`src/rtl/wro_pkg.sv`:
```
package wro_pkg;
  typedef struct packed {
    logic capWr;
    logic selRd;
  } ctlStrobe_t;

  typedef struct packed {
    logic rdFrame;
    logic wrFrame;
    logic rdProt;
    logic wrProt;
    logic pendProt;
    logic pendHitRd;
    logic wrHitRd;
  } dpFlags_t;
endpackage

```
`src/rtl/wro_datapath.sv`:
```
module wro_datapath
  import wro_pkg::*;
#(
  parameter int AW = 16,
  parameter int DW = 16,
  parameter int NZONE = 2,
  parameter logic [AW-1:0] FRAME_BASE = 16'h0800,
  parameter logic [AW-1:0] FRAME_LIMIT = 16'h7FFF,
  parameter logic [NZONE*AW-1:0] ZONE_BASE = {16'h7000, 16'h6000},
  parameter logic [NZONE*AW-1:0] ZONE_LIMIT = {16'h7FFF, 16'h6FFF}
) (
  input  logic             clk,
  input  logic             rstN,
  input  logic             cfgWe,
  input  logic [NZONE-1:0] cfgProt,
  input  logic [AW-1:0]    wrAddr,
  input  logic [DW-1:0]    wrData,
  input  logic [AW-1:0]    rdAddr,
  input  ctlStrobe_t       strobe,
  output dpFlags_t         flags,
  output logic [NZONE-1:0] protEn,
  output logic [AW-1:0]    busAddr,
  output logic [DW-1:0]    busWData
);
  logic [NZONE-1:0] protEnR;
  logic [AW-1:0]    pendAddr;
  logic [DW-1:0]    pendData;
  logic             pendProtR;
  logic [NZONE-1:0] rdZone, wrZone;

  always_ff @(posedge clk) begin
    if (!rstN) protEnR <= '1;
    else if (cfgWe) protEnR <= cfgProt;
  end

  always_ff @(posedge clk) begin
    if (!rstN) begin
      pendAddr  <= '0;
      pendData  <= '0;
      pendProtR <= 1'b0;
    end else if (strobe.capWr) begin
      pendAddr  <= wrAddr;
      pendData  <= wrData;
      pendProtR <= flags.wrProt;
    end
  end

  for (genvar z = 0; z < NZONE; z++) begin : g_zone
    localparam logic [AW-1:0] ZB = ZONE_BASE[z*AW +: AW];
    localparam logic [AW-1:0] ZL = ZONE_LIMIT[z*AW +: AW];
    assign rdZone[z] = protEnR[z] && (rdAddr >= ZB) && (rdAddr <= ZL);
    assign wrZone[z] = protEnR[z] && (wrAddr >= ZB) && (wrAddr <= ZL);
  end

  always_comb begin
    flags.rdFrame   = (rdAddr >= FRAME_BASE) && (rdAddr <= FRAME_LIMIT);
    flags.wrFrame   = (wrAddr >= FRAME_BASE) && (wrAddr <= FRAME_LIMIT);
    flags.rdProt    = |rdZone;
    flags.wrProt    = |wrZone;
    flags.pendProt  = pendProtR;
    flags.pendHitRd = (pendAddr == rdAddr);
    flags.wrHitRd   = (wrAddr == rdAddr);
  end

  assign protEn   = protEnR;
  assign busAddr  = strobe.selRd ? rdAddr : pendAddr;
  assign busWData = pendData;
endmodule

```
`src/rtl/wro_ctrl.sv`:
```
module wro_ctrl
  import wro_pkg::*;
(
  input  logic       clk,
  input  logic       rstN,
  input  logic       wrValid,
  input  logic       wrProg,
  input  logic       rdValid,
  input  logic       rdProg,
  input  logic       busReady,
  input  dpFlags_t   flags,
  output ctlStrobe_t strobe,
  output logic       busValid,
  output logic       busWrite,
  output logic       stall,
  output logic       pendV
);
  logic wrTaken;
  logic wrLive, rdLive, wrNew;
  logic pendConf, newConf, rdGo, drain, capWr;

  always_comb begin
    wrLive   = wrValid && !(wrProg && flags.wrFrame);
    rdLive   = rdValid && !(rdProg && flags.rdFrame);
    wrNew    = wrLive && !wrTaken;
    pendConf = pendV && (flags.rdProt || flags.pendProt || flags.pendHitRd);
    newConf  = wrNew && (flags.rdProt || flags.wrProt || flags.wrHitRd);
    rdGo     = rdLive && !pendConf && !newConf;
    drain    = pendV && !rdGo && busReady;
    capWr    = wrNew && (!pendV || drain);
    stall    = (rdLive && !(rdGo && busReady)) || (wrNew && !capWr);
    busValid = rdGo || pendV;
    busWrite = pendV && !rdGo;
    strobe.capWr = capWr;
    strobe.selRd = rdGo;
  end

  always_ff @(posedge clk) begin
    if (!rstN) begin
      pendV   <= 1'b0;
      wrTaken <= 1'b0;
    end else begin
      if (capWr) pendV <= 1'b1;
      else if (drain) pendV <= 1'b0;
      wrTaken <= stall ? (wrTaken || capWr) : 1'b0;
    end
  end
endmodule

```
`src/rtl/wro_top.sv`:
```
module wro_top
  import wro_pkg::*;
#(
  parameter int AW = 16,
  parameter int DW = 16,
  parameter int NZONE = 2,
  parameter logic [AW-1:0] FRAME_BASE = 16'h0800,
  parameter logic [AW-1:0] FRAME_LIMIT = 16'h7FFF,
  parameter logic [NZONE*AW-1:0] ZONE_BASE = {16'h7000, 16'h6000},
  parameter logic [NZONE*AW-1:0] ZONE_LIMIT = {16'h7FFF, 16'h6FFF}
) (
  input  logic             clk,
  input  logic             rstN,
  input  logic             cfgWe,
  input  logic [NZONE-1:0] cfgProt,
  input  logic             wrValid,
  input  logic [AW-1:0]    wrAddr,
  input  logic [DW-1:0]    wrData,
  input  logic             wrProg,
  input  logic             rdValid,
  input  logic [AW-1:0]    rdAddr,
  input  logic             rdProg,
  input  logic             busReady,
  output logic             busValid,
  output logic             busWrite,
  output logic [AW-1:0]    busAddr,
  output logic [DW-1:0]    busWData,
  output logic             stall
);
  ctlStrobe_t       strobe;
  dpFlags_t         flags;
  logic [NZONE-1:0] protEn;
  logic             pendV;

  wro_datapath #(
    .AW(AW), .DW(DW), .NZONE(NZONE),
    .FRAME_BASE(FRAME_BASE), .FRAME_LIMIT(FRAME_LIMIT),
    .ZONE_BASE(ZONE_BASE), .ZONE_LIMIT(ZONE_LIMIT)
  ) dp_i (
    .clk(clk), .rstN(rstN), .cfgWe(cfgWe), .cfgProt(cfgProt),
    .wrAddr(wrAddr), .wrData(wrData), .rdAddr(rdAddr),
    .strobe(strobe), .flags(flags), .protEn(protEn),
    .busAddr(busAddr), .busWData(busWData)
  );

  wro_ctrl ctrl_i (
    .clk(clk), .rstN(rstN), .wrValid(wrValid), .wrProg(wrProg),
    .rdValid(rdValid), .rdProg(rdProg), .busReady(busReady),
    .flags(flags), .strobe(strobe), .busValid(busValid),
    .busWrite(busWrite), .stall(stall), .pendV(pendV)
  );
endmodule

```
`config.mk`:
```
export PLATFORM = sky130hd
export DESIGN_NAME = wro_top
export DESIGN_NICKNAME = d
export VERILOG_FILES = /design/src/rtl/wro_pkg.sv /design/src/rtl/wro_datapath.sv /design/src/rtl/wro_ctrl.sv /design/src/rtl/wro_top.sv
export SDC_FILE = /design/constraint.sdc
export NUM_CORES = 1
export LEC_CHECK = 0
export ABC_CLOCK_PERIOD_IN_PS = 2300
export BUFFER_PORTS_ARGS = -buffer_cell sky130_fd_sc_hd__clkbuf_2
export CORE_MARGIN = 1
export CORE_UTILIZATION = 40
export CTS_CLUSTER_DIAMETER = 80
export DETAILED_ROUTE_END_ITERATION = 10
export PLACE_DENSITY = 0.73
export SETUP_SLACK_MARGIN = 0.02
export SLEW_MARGIN = 15
export SYNTH_ARGS = -nofsm -noshare
export SYNTH_HDL_FRONTEND = slang
export SYNTH_SLANG_ARGS = --single-unit
```
`constraint.sdc`:
```
create_clock -name clk -period 2.3 [get_ports clk]
set_input_delay 0.115 -clock clk [delete_from_list [all_inputs] [get_ports clk]]
set_output_delay 0.115 -clock clk [all_outputs]
set_load 0.05 [all_outputs]
```
# Yosys cells after proc, flatten, opt, wreduce, memory -nomap -nowiden
# Index checks and enable logic that the tools add are counted.
# W data, S select, Z words.
word_totals:
  register_bits: 37
  inputBits: 58
  out_inout_bits: 35
  word_cells: 67
classes:
  order_cmp: 10
  n_eq_ne: 2
  muxes: 3
  reduce_logical: 46
op_table:
  columns: ["op", "count"]
  rows:
  - ["$ge A16 B15 Y1 const B", 4]
  - ["$le A16 B15 Y1 const B", 4]
  - ["$eq A16 B16 Y1", 2]
  - ["$ge A16 B12 Y1 const B", 2]
  - ["$logic_and A1 B1 Y1", 25]
  - ["$mux W16", 1]
  - ["$logic_not A1 Y1", 9]
  - ["$logic_or A1 B1 Y1", 8]
  - ["$reduce_or A2 Y1", 2]
  - ["$mux W1", 2]
  - ["$reduce_and A2 Y1", 1]
  - ["$reduce_bool A2 Y1", 1]

# Logic depth before layout (Yosys ltp)
depth:
  ltp_word: 19
  ltp_mapped: 9
  ltp_nobuf: 6

# Hierarchy
# Synthesis repeated with hierarchy kept, for this count alone.
hier_totals:
  hier_cells: 217
  hier_area_um2: 2229.6
modules_own_cells:
  columns: ["module", "n_inst", "cells_per_inst", "area_per_inst_um2", "seq_area_each_um2"]
  rows:
  - ["wro_datapath", 1, 185, 1934.4, 700.7]
  - ["wro_ctrl", 1, 32, 295.3, 40.0]

# Worst setup path after synthesis
# OpenSTA, ideal clock, no wires.
synth_timing:
  path_type: "input port to output port"
  startpoint: "input port wrAddr[11]"
  endpoint: "output port stall"
  t_arrival_ns: 2.085
  t_required_ns: 2.185
  slack_ns: 0.100
  stages: 6
  path_buffers: 0
  cell_sequence: "or4_4 > a311oi_4 > nor2_2 > a21oi_2 > o31ai_1 > a21oi_1"
synth_via:
  elab_chain_len: 17
  word_cells_on_any_way: 32
  classes_between: "order compare (5); eq/ne (1); reduce/logical (26)"
synth_rtl:
  columns: ["element", "line", "rtl"]
  rows:
  - ["from (decl)", "wro_top.sv:17", "input logic [AW-1:0] wrAddr,"]
  - ["$ge A16 B15 Y1, or another cell as far along", "wro_datapath.sv:52", "assign wrZone[z] = protEnR[z] && (wrAddr >= ZB) && (wrAddr <= ZL);"]
  - ["$logic_and A1 B1 Y1 (on tied branches)", "wro_datapath.sv:52, wro_datapath.sv:57", null]
  - ["$logic_and A1 B1 Y1 (on tied branches)", "wro_datapath.sv:52, wro_ctrl.sv:23", null]
  - ["$reduce_or A2 Y1 / $logic_not A1 Y1 (equally long branches)", "wro_datapath.sv:59, wro_ctrl.sv:23", null]
  - ["$logic_or A1 B1 Y1 / $logic_and A1 B1 Y1 (equally long branches)", "wro_ctrl.sv:27, wro_ctrl.sv:23", null]
  - ["$logic_or A1 B1 Y1 / $logic_and A1 B1 Y1 (equally long branches)", "wro_ctrl.sv:27, wro_ctrl.sv:25", null]
  - ["$logic_and A1 B1 Y1", "wro_ctrl.sv:27", "newConf = wrNew && (flags.rdProt || flags.wrProt || flags.wrHitRd);"]
  - ["$logic_not A1 Y1", "wro_ctrl.sv:28", "rdGo = rdLive && !pendConf && !newConf;"]
  - ["$logic_and A1 B1 Y1", "wro_ctrl.sv:28", null]
  - ["$logic_not A1 Y1", "wro_ctrl.sv:29", "drain = pendV && !rdGo && busReady;"]
  - ["$logic_and A1 B1 Y1 (2 in a row)", "wro_ctrl.sv:29", null]
  - ["$logic_or A1 B1 Y1", "wro_ctrl.sv:30", "capWr = wrNew && (!pendV || drain);"]
  - ["$logic_and A1 B1 Y1", "wro_ctrl.sv:30", null]
  - ["$logic_not A1 Y1", "wro_ctrl.sv:31", "stall = (rdLive && !(rdGo && busReady)) || (wrNew && !capWr);"]
  - ["$logic_and A1 B1 Y1", "wro_ctrl.sv:31", null]
  - ["$logic_or A1 B1 Y1 *", "wro_ctrl.sv:31", null]
  - ["to (decl)", "wro_top.sv:28", "output logic stall"]
# Every way passes the cells marked *; elsewhere a longest branch is shown, timed or not.

# Worst setup path after layout
layout_timing:
  startpoint: "register dp_i.pendAddr[14]"
  endpoint: "output port busAddr[15]"
layout_via:
  elab_chain_len: 7
layout_rtl:
  columns: ["element", "line", "rtl"]
  rows:
  - ["from (decl)", "wro_datapath.sv:26", "logic [AW-1:0] pendAddr;"]
  - ["from (signal assigned)", "wro_datapath.sv:42", "pendAddr <= wrAddr;"]
  - ["$eq A16 B16 Y1", "wro_datapath.sv:61", "flags.pendHitRd = (pendAddr == rdAddr);"]
  - ["$logic_or A1 B1 Y1", "wro_ctrl.sv:26", "pendConf = pendV && (flags.rdProt || flags.pendProt || flags.pendHitRd);"]
  - ["$logic_and A1 B1 Y1", "wro_ctrl.sv:26", null]
  - ["$logic_not A1 Y1", "wro_ctrl.sv:28", null]
  - ["$logic_and A1 B1 Y1 (2 in a row)", "wro_ctrl.sv:28", null]
  - ["$mux W16", "wro_datapath.sv:66", "assign busAddr = strobe.selRd ? rdAddr : pendAddr;"]
  - ["to (decl)", "wro_top.sv:26", "output logic [AW-1:0] busAddr,"]
# Every way passes these cells.

==> metrics.md <==
| Metric | Value |
|---|---|
| Post-route antenna net violation count | `0` |
| Ant diodes | `0` |
| FMAX | `423.6 MHz` |
| Initial antenna violation count | `0` |
| Die area | `slightly below 0.006 mm²` |
| CORE AREA | `0.005270 mm²` |
| CP arrival | `2.25 ns` |
| Met3 Use GR | `0.05238` |
| CTS tree | `built` |
| Initial DRC count | `92` |
| Failing checks | `negative setup slack` |
| WS Path Type | `reg -> out` |
| Post-DP HPWL | `4088 µm` |
| Placed cell areas | `0.002816 mm²` |
| Boundary Pins | `93` |
| First-pass GRT wire length | `slightly below 10000 µm` |
| Fill count | `~470` |
| Cells along the critical path | `xnor2_1 -> nand4_1 -> nor4_2 -> or3_1 -> a21o_1 -> buf_6 -> buf_12 -> mux2_4 -> buf_8` |
| Share of cells above drive strength 1 | `0.4644` |
| Grt met1 use | `0.2385` |
| Worst r2r path cells | `8` |
| # DRC | `0` |
| Syn. warnings | `0` |
| Die height | `around 77 µm` |
| Routed WL per cell | `14.19 µm` |
| Critical-path top delay cell | `dfxtp_1` |
| GRT Total Usage | `0.2075` |
| DIE WIDTH | `approximately 77 µm` |
| FF+latch count, synth | `37` |
| Num rows | `26` |
| Cell count after synthesis | `around 250` |
| Hold endpoint | `dp_i.protEn[0]$_SDFFE_PN1P_` |
| Area of the mapped netlist | `between 0.002 and 0.0025 mm²` |
| Longest Clk Path Bufs | `2` |
| IO Port Bufs | `just over 90` |
| Crit end category | `output port` |
| Final #Nets | `approximately 410` |
| H-tree level count | `2` |
| Min-delay src | `cfgProt[0]` |
| Vias in the first global route | `roughly 2100` |
| Reg clk slew, reported paths | `0.08 ns` |
| Setup Viol. Count Final | `11` |
| Mapped Nets | `a little over 300` |
| Avg Inst Size Synth | `between 9 and 10 µm²` |
| Final hold violation count | `0` |
| Total wire length | `5973 µm` |
| Max IR drop VDD | `between 0.3 and 0.4 mV` |
| Commonest non-fill, non-tap cell in the layout | `clkbuf_2` |
| DR vias | `2066` |
| Clock skew | `0.006304 ns` |
| PwrDens | `616.0 mW/mm²` |
| Actual slew at the worst max-slew pin | `0.7341 ns` |
| Clk_lat worst skew | `0.29 ns` |
| Worst setup margin | `-0.06082 ns` |
| Register area share after synthesis | `0.3291` |
| RSZ-0062 raised after global routing | `true` |
| Final period utilization | `1.026` |
| CP Data Required Time | `between 2 and 2.5 ns` |
| Overflow after GRT | `0` |
| Crit Path Max Fanout | `8` |
| Post-layout instance area | `0.003226 mm²` |
| Critical path launch point type | `flip-flop` |
| RR Startpoint | `dp_i.pendAddr[14]$_SDFFE_PN0P_` |
| Tightest Hold Check Type | `in -> reg` |
| Gpl congestion | `0.7970` |
| P_leak | `1.524 nW` |
| Worst reg2reg path endpoint | `dp_i.pendAddr[11]$_SDFFE_PN0P_` |
| Largest net degree at the start of global routing | `39` |
| Reg-to-reg slack, setup | `between 0.3 and 0.4 ns` |
| Clk sinks | `37` |
| Routing usage on met2 | `0.3688` |
| Max Cap Viol | `0` |
| Hold Path Stages | `3` |
| Synth unique cells | `34` |
| Initial Util | `0.4271` |
| Drt first pass iters | `4` |
| Tmin final | `2.361 ns` |
| Most frequent cells in the layout | `76 x clkbuf_2, 73 x nand2_1, 37 x mux2i_1` |
| Area Overhead vs Synth | `43.30%` |
| Most Used Layer, Global Route | `met2` |
| Avg Vias per Cell | `about 5` |
| Slowest stage delay, CP | `about 0.37 ns` |
| Final hold slack | `between 0.03 and 0.04 ns` |
| Total CTS buffers | `5` |
| Final Slew Violations | `0` |
| Slew margin rel. | `0.5106` |
| Root buf cell | `clkbuf_8` |
| Status | `complete, but fails checks` |
-- worst max-delay path by stage --
stage / from / slack, ns / endpoint / cells after the start
after detailed placement: wrAddr[11] / -0.04 / busAddr[10] / 9
after CTS: dp_i.pendAddr[15]$_SDFFE_PN0P_ / -0.10 / busAddr[5] / 9
after global placement: wrAddr[11] / 0.02 / busAddr[4] / 9
final: dp_i.pendAddr[14]$_SDFFE_PN0P_ / -0.06 / busAddr[15] / 9
after floorplan: wrAddr[11] / 0.10 / stall / 6
after global routing: dp_i.pendAddr[0]$_SDFFE_PN0P_ / -0.21 / busAddr[2] / 9
-- cells in the mapped netlist (all sizes together) --
cell	count	share of area
clkbuf	9	0.015
or3	1	0.0028
a311oi	1	0.012
mux2i	37	0.16
nand2	73	0.12
nor4	6	0.017
or2b	1	0.0033
nor2	1	0.0028
dfxtp	37	0.33
or4	1	0.0050
nand4	5	0.014
o2111a	1	0.0050
o21a	3	0.010
o31ai	1	0.0033
xor2	16	0.062
nor3	3	0.0089
buf	7	0.028
a21o	3	0.011
mux2	16	0.095
o21ai	3	0.0067
inv	3	0.0050
nand3	1	0.0022
xnor2	16	0.062
a21oi	2	0.0061
o211a	1	0.0044
nand2b	1	0.0028
-- per-layer routing --
| layer | vias up | wire length (µm) | part of all wire |
|---|---|---|---|
| met4 | 0 | 159 | 0.027 |
| met5 | - | 0 | 0 |
| met1 | 946 | 2484 | 0.42 |
| li1 | 1037 | - | - |
| met2 | 68 | 3033 | 0.51 |
| met3 | 15 | 296 | 0.050 |
-- kinds of logic (layout without fill, tap and decap cells) --
kind of cell,Yosys count,after routing,synth area share
mux,53,53,0.2596
compound gates,15,15,0.05837
simple gates,93,93,0.1801
flops,37,37,0.3291
xor+xnor,32,32,0.1245
buf+inv,19,121,0.04836
-- sequential cells by signal (all words and copies together) (netlist names) --
| name | flops |
|---|---|
| ctrl_i.pendV | 1 |
| ctrl_i.wrTaken | 1 |
| dp_i.busWData | 16 |
| dp_i.pendAddr | 16 |
| dp_i.pendProtR | 1 |
| dp_i.protEn | 2 |
-- power by group --
part	switching, mW	internal (mW)	leakage (nW)
combinational	0.450	0.354	1.17
sequential	0.0377	0.690	0.310
clock	0.247	0.209	0.0439
total	0.734	1.25	1.52
-- worst max-delay path, delay by kind of cell (launching register included) --
family                    cells  cell delay [ns]
AOI/OAI and AO/OA             1             0.16
xor gates and xnor gates      1             0.13
buffers and inverters         3             0.40
DFF                           1             0.37
muxes                         1             0.31
and+or+nand+nor               3             0.59
-- area by class of cell --
type | instances | area [µm²] | share of cell area
Clock buffer | 5 | 68.82 | 0.02133
Clock inverter | 3 | 17.52 | 0.005431
Multi-Input combinational cell | 193 | 1479 | 0.4585
Tap cell | 70 | 87.58 | 0.02715
Inverter | 3 | 11.26 | 0.003491
Timing Repair Buffer | 110 | 798.3 | 0.2475
Sequential cell | 37 | 763.2 | 0.2366
-- metrics by stage --
step / std cells / total power, mW / worst slack, ns / util / setup TNS [ns]
after floorplan: 249 / 1.228 / 0.1001 / - / 0
after global placement: 407 / 1.394 / 0.02248 / 0.5344 / 0
after detailed placement: 407 / 1.404 / -0.03938 / 0.5344 / -0.3020
after CTS: 421 / 1.979 / -0.1038 / 0.6066 / -1.440
after global routing: 421 / 2.081 / -0.2087 / 0.6121 / -2.729
final: 421 / 1.987 / -0.06082 / 0.6121 / -0.5214
-- timing repair --
action                                 CTS  global route
endpoints found under the hold margin    0             0
setup endpoints to repair               16            17
gates cloned                             1             0
buffers inserted                         5             1
pin swaps                               13             6
resized for setup                       58            23
hold buffers                             0             0
No activity file was read; power rests on OpenSTA's default activity.
